## config.mk

```make
export PLATFORM = sky130hd
export DESIGN_NAME = los_monitor
export DESIGN_NICKNAME = d
export VERILOG_FILES = /design/src/rtl/los_pkg.sv /design/src/rtl/los_zero_run.sv /design/src/rtl/los_alarm.sv /design/src/rtl/los_event_flag.sv /design/src/rtl/los_monitor.sv
export SDC_FILE = /design/constraint.sdc
export NUM_CORES = 1
export LEC_CHECK = 0
export ABC_AREA = 1
export BUFFER_PORTS_ARGS = -buffer_cell sky130_fd_sc_hd__clkbuf_2
export CAP_MARGIN = 30
export CORE_MARGIN = 2
export CORE_UTILIZATION = 29
export CTS_CLUSTER_DIAMETER = 60
export DETAILED_ROUTE_END_ITERATION = 10
export HOLD_SLACK_MARGIN = 0.03
export PLACE_DENSITY = 0.54
export RECOVER_POWER = 100
export SLEW_MARGIN = 10
export SYNTH_ARGS = -nofsm -noshare
export SYNTH_HDL_FRONTEND = slang
export SYNTH_SLANG_ARGS = --single-unit
```

## constraint.sdc

```tcl
create_clock -name clk -period 1.69 [get_ports clk]
set_clock_uncertainty 0.2 [all_clocks]
set_input_delay 0.4225 -clock clk [delete_from_list [all_inputs] [get_ports clk]]
set_output_delay 0.4225 -clock clk [all_outputs]
set_load 0.1 [all_outputs]
```

## src/rtl/los_pkg.sv

```systemverilog
// Package: shared constants and register select type for the LOS monitor.
// Assumes an 8-bit host read path.
package los_pkg;
    localparam int DATA_W      = 8;
    localparam int LIVE_LOS_BIT  = 6;
    localparam int EVENT_CHG_BIT = 1;

    typedef enum logic {
        SEL_LIVE  = 1'b0,
        SEL_EVENT = 1'b1
    } reg_sel_e;
endpackage

```

## src/rtl/los_zero_run.sv

```systemverilog
// Module: counts consecutive zero bits on the line, saturating at RUN_SAT.
// Assumes bits are valid only when bit_en is high; a one clears the count.
module los_zero_run #(
    parameter int RUN_SAT = 32,
    localparam int W = $clog2(RUN_SAT + 1)
) (
    input  logic         clk,
    input  logic         rst_n,
    input  logic         bit_en,
    input  logic         rx_bit,
    output logic [W-1:0] zrun
);
    localparam logic [W-1:0] SAT_V = W'(RUN_SAT);

    // Track length of the current zero run on each enabled bit.
    always_ff @(posedge clk) begin
        if (!rst_n) begin
            zrun <= '0;
        end else if (bit_en) begin
            if (rx_bit)
                zrun <= '0;
            else if (zrun != SAT_V)
                zrun <= zrun + 1'b1;
        end
    end

    p_sat_bound_r2: assert property (@(posedge clk) disable iff (!rst_n)
        zrun <= SAT_V);
    p_idle_run_r9: assert property (@(posedge clk) disable iff (!rst_n)
        !bit_en |=> $stable(zrun));
endmodule

```

## src/rtl/los_alarm.sv

```systemverilog
// Module: alarm state with separate declare and clear criteria.
// Declares when the incoming bit is the DECL_LEN-th zero in a row; clears
// after CLR_SPAN enabled bits with no run of CLR_RUN zeros. Emits a
// one-cycle change strobe on the edge-deciding cycle.
module los_alarm #(
    parameter int DECL_LEN = 32,
    parameter int CLR_SPAN = 32,
    parameter int CLR_RUN  = 4,
    localparam int ZW = $clog2(DECL_LEN + 1),
    localparam int CW = $clog2(CLR_SPAN)
) (
    input  logic          clk,
    input  logic          rst_n,
    input  logic          bit_en,
    input  logic          rx_bit,
    input  logic [ZW-1:0] zrun,
    output logic          los,
    output logic          change
);
    localparam logic [ZW-1:0] DECL_AT  = ZW'(DECL_LEN - 1);
    localparam logic [ZW-1:0] SHORT_AT = ZW'(CLR_RUN - 1);
    localparam logic [CW-1:0] SPAN_END = CW'(CLR_SPAN - 1);

    logic          zero_in;
    logic          hit_declare;
    logic          hit_short;
    logic [CW-1:0] wcnt;

    // Classify the incoming bit against both run thresholds.
    always_comb begin
        zero_in     = bit_en && !rx_bit;
        hit_declare = zero_in && (zrun >= DECL_AT);
        hit_short   = zero_in && (zrun >= SHORT_AT);
        change      = (!los && hit_declare) ||
                      (los && bit_en && !hit_short && (wcnt == SPAN_END));
    end

    // Toggle the alarm on a decided change.
    always_ff @(posedge clk) begin
        if (!rst_n)
            los <= 1'b0;
        else if (change)
            los <= !los;
    end

    // Clearing window: counts clean bits while alarmed, restarts on a short run.
    always_ff @(posedge clk) begin
        if (!rst_n)
            wcnt <= '0;
        else if (!los || hit_short || change)
            wcnt <= '0;
        else if (bit_en)
            wcnt <= wcnt + 1'b1;
    end

    p_declare_r2: assert property (@(posedge clk) disable iff (!rst_n)
        (!los && bit_en && !rx_bit && zrun == DECL_AT) |=> los);
    p_short_run_holds_r4: assert property (@(posedge clk) disable iff (!rst_n)
        (los && bit_en && !rx_bit && zrun >= SHORT_AT) |=> (los && wcnt == '0));
    p_idle_hold_r9: assert property (@(posedge clk) disable iff (!rst_n)
        !bit_en |=> $stable(los));
endmodule

```

## src/rtl/los_event_flag.sv

```systemverilog
// Module: sticky change flag, cleared by a host read, with a gated interrupt.
// Assumes change and rd_clr are single-cycle qualified strobes; set wins.
module los_event_flag (
    input  logic clk,
    input  logic rst_n,
    input  logic change,
    input  logic rd_clr,
    input  logic irq_en,
    output logic flag,
    output logic irq
);
    // Latch changes; clear on read unless a change arrives at the same edge.
    always_ff @(posedge clk) begin
        if (!rst_n)
            flag <= 1'b0;
        else if (change)
            flag <= 1'b1;
        else if (rd_clr)
            flag <= 1'b0;
    end

    // Gate the flag onto the interrupt line.
    always_comb irq = flag && irq_en;

    p_flag_set_r5: assert property (@(posedge clk) disable iff (!rst_n)
        change |=> flag);
    p_read_clear_r6: assert property (@(posedge clk) disable iff (!rst_n)
        (rd_clr && !change) |=> !flag);
    p_set_wins_r7: assert property (@(posedge clk) disable iff (!rst_n)
        (change && rd_clr) |=> flag);
endmodule

```

## src/rtl/los_monitor.sv

```systemverilog
// Top: line loss-of-signal monitor with change flag, interrupt and read port.
// Assumes a single host read strobe with a one-bit register select.
module los_monitor
    import los_pkg::*;
#(
    parameter int DECL_LEN = 32,
    parameter int CLR_SPAN = 32,
    parameter int CLR_RUN  = 4
) (
    input  logic              clk,
    input  logic              rst_n,
    input  logic              bit_en,
    input  logic              rx_bit,
    input  logic              irq_en,
    input  logic              rd_stb,
    input  logic              rd_sel,
    output logic [DATA_W-1:0] rd_data,
    output logic              los_irq
);
    localparam int ZW = $clog2(DECL_LEN + 1);

    logic [ZW-1:0] zrun;
    logic          los;
    logic          change;
    logic          flag;
    logic          rd_clr;
    reg_sel_e      sel;

    los_zero_run #(.RUN_SAT(DECL_LEN)) u_run (
        .clk(clk), .rst_n(rst_n), .bit_en(bit_en), .rx_bit(rx_bit), .zrun(zrun)
    );

    los_alarm #(.DECL_LEN(DECL_LEN), .CLR_SPAN(CLR_SPAN), .CLR_RUN(CLR_RUN)) u_alarm (
        .clk(clk), .rst_n(rst_n), .bit_en(bit_en), .rx_bit(rx_bit),
        .zrun(zrun), .los(los), .change(change)
    );

    los_event_flag u_flag (
        .clk(clk), .rst_n(rst_n), .change(change), .rd_clr(rd_clr),
        .irq_en(irq_en), .flag(flag), .irq(los_irq)
    );

    // Decode the select and the clearing read.
    always_comb begin
        sel    = reg_sel_e'(rd_sel);
        rd_clr = rd_stb && (sel == SEL_EVENT);
    end

    // Read mux: unused bits are zero.
    always_comb begin
        rd_data = '0;
        case (sel)
            SEL_LIVE:  rd_data[LIVE_LOS_BIT]  = los;
            SEL_EVENT: rd_data[EVENT_CHG_BIT] = flag;
            default:   rd_data = '0;
        endcase
    end

    p_irq_gate_r8: assert property (@(posedge clk) disable iff (!rst_n)
        !irq_en |-> !los_irq);
endmodule

```

# == Word level (Yosys, flattened, before mapping) ==
# Cells that the tools add are included.
# W data, S select, Z words.
# word_totals
ff_bits,13
in_bits,7
output_inout_bits,9
elab_cells,36
# op_classes
add_sub_neg,2
magnitude_cmp,2
eq_ne,2
muxes,6
bitwise_logic,1
reduce_logical,19
# ops
cell,count
$mux W6,2
$logic_and A1 B1 Y1,9
$add A6 B1 Y6 const B,1
$ge A6 B2 Y1 const B,1
$ge A6 B5 Y1 const B,1
$ne A6 B6 Y1 const B,1
$add A5 B1 Y5 const B,1
$eq A5 B5 Y1 const B,1
$mux W1,4
$reduce_bool A2 Y1,2
$logic_not A1 Y1,3
$logic_or A1 B1 Y1,3
$reduce_and A2 Y1,1
$reduce_or A2 Y1,1
$not A1 Y1,1

# == Depth between registers and ports, before layout ==
# logic_depth
depth_word,9
mapped_depth,10
depth_no_buf,10

# == By module ==
# A second synthesis with hierarchy kept.
# hier_totals
cells_unflattened,122
area_unflattened_um2,844.6
# by_module_without_submodules
mod,instances,cells_per_inst,area_per_inst_um2,seq_area_each_um2
los_zero_run,1,55,367.9,120.1
los_alarm,1,46,354.1,120.1
los_monitor,1,13,71.3,0.0
los_event_flag,1,8,51.3,20.0

# == Worst setup path before layout ==
# Ideal clock, no wire load.
# synth_timing
kind,in2out
from,in rd_sel
to,out rd_data[6]
t_arrival_ns,1.676
required_ns,1.067
path_slack_ns,-0.608
stages,1
path_cell_list,nor2_1
# synth_via
elab_chain_cells,1
# synth_lines
element,line_no,source
"start, declared",los_monitor.sv:16,"input logic rd_sel,"
$mux W1,los_monitor.sv:52,case (sel)
"end, declared",los_monitor.sv:17,"output logic [DATA_W-1:0] rd_data,"
# Every way passes these cells.

# == Worst setup path in the final report ==
# layout_timing
from,reg u_alarm.los
to,out rd_data[6]
# layout_via
elab_chain_cells,1
# layout_lines
element,line_no,source
"start, declared",los_alarm.sv:17,"output logic los,"
"start signal, assigned",los_alarm.sv:43,los <= !los;
$mux W1,los_monitor.sv:52,
# Every way passes these cells.

==> results.toml <==
[sta]
post-route-period-util_pct = 95.04
rsz0062_at_grt = "no"
setup_viol = 0
drv_slew = 0
timing.setup.tns_ns = 0
min_period_ns = 1.606
hold_viol = 0
clock.fmax_mhz = 622.6

[yosys]
yosys.area.top_type = "dfxtp_1"
ys_types = 24
synth-seq-cells = 13
synth_xor_area_share_pct = 4.268
synth-main-ff-cell = "dfxtp_1"
synthArstFlopShare_pct = 0
ys_warn_count = 0
synth.area.mux_share_pct = 0
synth_simple_gate_area_share_pct = 31.40
ys_seq_area_share_pct = 31.71
syn_inst = 115
synth_fa_ha_area_share_pct = 7.622
synth_compound_area_share_pct = 8.079
synth_area_sq_um = 820.8
ys_top_cells_by_area = "dfxtp_1 32%, nand2_1 10%, ha_1 7.6%"
synth_top_area_share_pct = 31.71
synth_top_family_by_area = "simple AND/OR/NAND/NOR gates"
synth_edf_count = 0
synth_common_cells = "22 x nand2_1, 16 x inv_1, 13 x dfxtp_1, 11 x nor2_1, 9 x nand3_1"
yosysMostFrequentCell = "nand2_1"
avgSynthCellArea_sq_um = 7.137

[global_routing]
grt_pass1_vias = 635
grt_pass1_wl_mm = 2.594
gr-usage-all-layers_pct = 10.18
grt_overflow = 0
antenna_found_initial = 0
grt_max_degree = 9

[pwr]
irDropWorstVdd_v = 0.0003545
p_leak_uw = 0.0004435
powerDensity_mw_per_mm2 = 663.2

[die]
initial_utilization_pct = 30.02
row_count = 19
core-area_sq_mm = 0.002734
fp.dieArea_sq_mm = 0.003272
die_y_um = 57.20
ios = 16
die_x_um = 57.20

[clock_network]
cts-root-buf = "clkbuf_4"
clk_pin_slew_ns = 0.09
cts_tree = "yes"
insertion_delay_ns = 0.28
cts_sinks = 13
cts_max_level = 1
cts_made_buffers = 3
clockBufferDepth = 2

[outcome]
status = "complete, no violations"

[routing]
vias_per_cell = 4.335
drc = 0
totalWireLength_mm = 1.466
wl_per_cell_um = 9.278
vias = 685
drtPass1Iterations = 4
drt_first_iter_violations = 12
ant_nets = 0

[layout]
final_core_util_pct = 34.00
final_area_sq_um = 929.6
drive_gt1_share_pct = 21.26
n_antenna_cell = 0
fill_cells = 288
area_delta_synth_final_pct = 13.26
nets = 140

[critical_path]
cp_slowest_stage_delay_ns = 0.33
cp.depth = 3
crit_type = "reg2out"
path_delay_family = "flip-flops"
cp-end-kind = "output pin"
cp.arrival_ns = 0.98
critPathMaxFanout = 2
cp.required_ns = 1.07
cpMaxStageDelayCell = "dfxtp_2"
crit_chain = "inv_1 -> nor2_4 -> buf_6"
worst_r2r_path_depth = 6
worst_setup_path_start_kind = "register"
worst-path-buf-inv = 2

[placement]
postPlaceCellArea_sq_um = 915.9
gp_congestion = 0.7434
post-dp-hpwl_mm = 1.173
io_buffers = 9

[hold_path]
hold_class = "in2reg"
hold_path_depth = 3

[job]
max_cap_violations = 0
-- layout make-up --
| class | instances | area (sq um) | area share, % |
|---|---|---|---|
| multi-input combinational | 81 | 451.7 | 48.59 |
| sequential | 13 | 261.5 | 28.13 |
| timing repair buffer | 11 | 82.58 | 8.883 |
| inverter | 18 | 67.56 | 7.268 |
| tap | 31 | 38.79 | 4.172 |
| clock buffer | 3 | 22.52 | 2.423 |
| clock inverter | 1 | 5.005 | 0.5384 |
-- registers in the layout, indices dropped and copies added (netlist names) --
name          count
u_alarm.wcnt      5
u_alarm.los       1
u_flag.flag       1
u_run.zrun        6
-- logic make-up (layout without fill, tap and decap cells) --
family | Yosys count | in the layout
AOI/OAI and AO/OA | 12 | 12
xor gates and xnor gates | 4 | 4
adders and majority gates | 5 | 5
buffers and inverters | 26 | 33
DFF | 13 | 13
other | 1 | 6
and+or+nand+nor | 54 | 54
-- where the power goes --
| group | switching, uW | leakage, uW | internal [uW] |
|---|---|---|---|
| clock network | 116 | 0.0000177 | 88.0 |
| registers | 2.84 | 0.000105 | 308 |
| logic | 84.9 | 0.000320 | 16.5 |
| total | 204 | 0.000444 | 413 |
-- what timing repair did --
action | in CTS | in global routing
setup buffers | 0 | 1
resized for setup | 1 | 0
setup endpoints to repair | 1 | 1
hold buffers | 0 | 0
-- path summary, 6_finish.rpt --
kind,start,to,slack [ns]
worst min register to register,u_alarm.wcnt[4],u_alarm.wcnt[4],0.27
worst max register to register,u_alarm.wcnt[0],u_alarm.wcnt[1],0.13
worst min-delay path,rst_n,u_flag.flag,0.19
worst max-delay path,u_alarm.los,rd_data[6],0.08
-- layer usage --
layer | vias to the layer above | GRT usage (%) | part of all wire (%)
li1 | 371 | - | -
met1 | 304 | 12.26 | 49
met2 | 8 | 16.09 | 45
met3 | 2 | 3.628 | 3.5
met4 | 0 | 4.983 | 1.6
met5 | - | 0 | 0
-- stage by stage --
stage	hold slack (ns)	instances	worst slack [ns]	power, uW
CTS	0.1831	157	0.03190	629.0
detailed placement	0.2612	153	0.1226	420.1
global placement	0.2600	153	0.1595	419.5
floorplan	0.2433	120	0.02056	414.7
finish	0.1934	158	0.08378	616.6
global route	0.1954	158	0.01056	649.3
-- worst min-delay path: cells and delay by family --
kind	cells	cell delay (ns)
AND/OR/NAND/NOR	1	0.06
buffers and inverters	2	0.17
-- cells in the final DEF, fill, tap and decap left out, types with 2 or more instances in the layout --
master / n
a21oi_1: 8
buf_4: 2
buf_6: 2
clkbuf_2: 6
clkbuf_4: 3
conb_1: 6
dfxtp_1: 12
ha_1: 5
inv_1: 16
inv_2: 2
nand2_1: 22
nand3_1: 9
nand4_1: 3
nor2_1: 10
nor2_2: 3
o21ai_0: 2
xor2_1: 3
(Power assumes the default switching activity.)
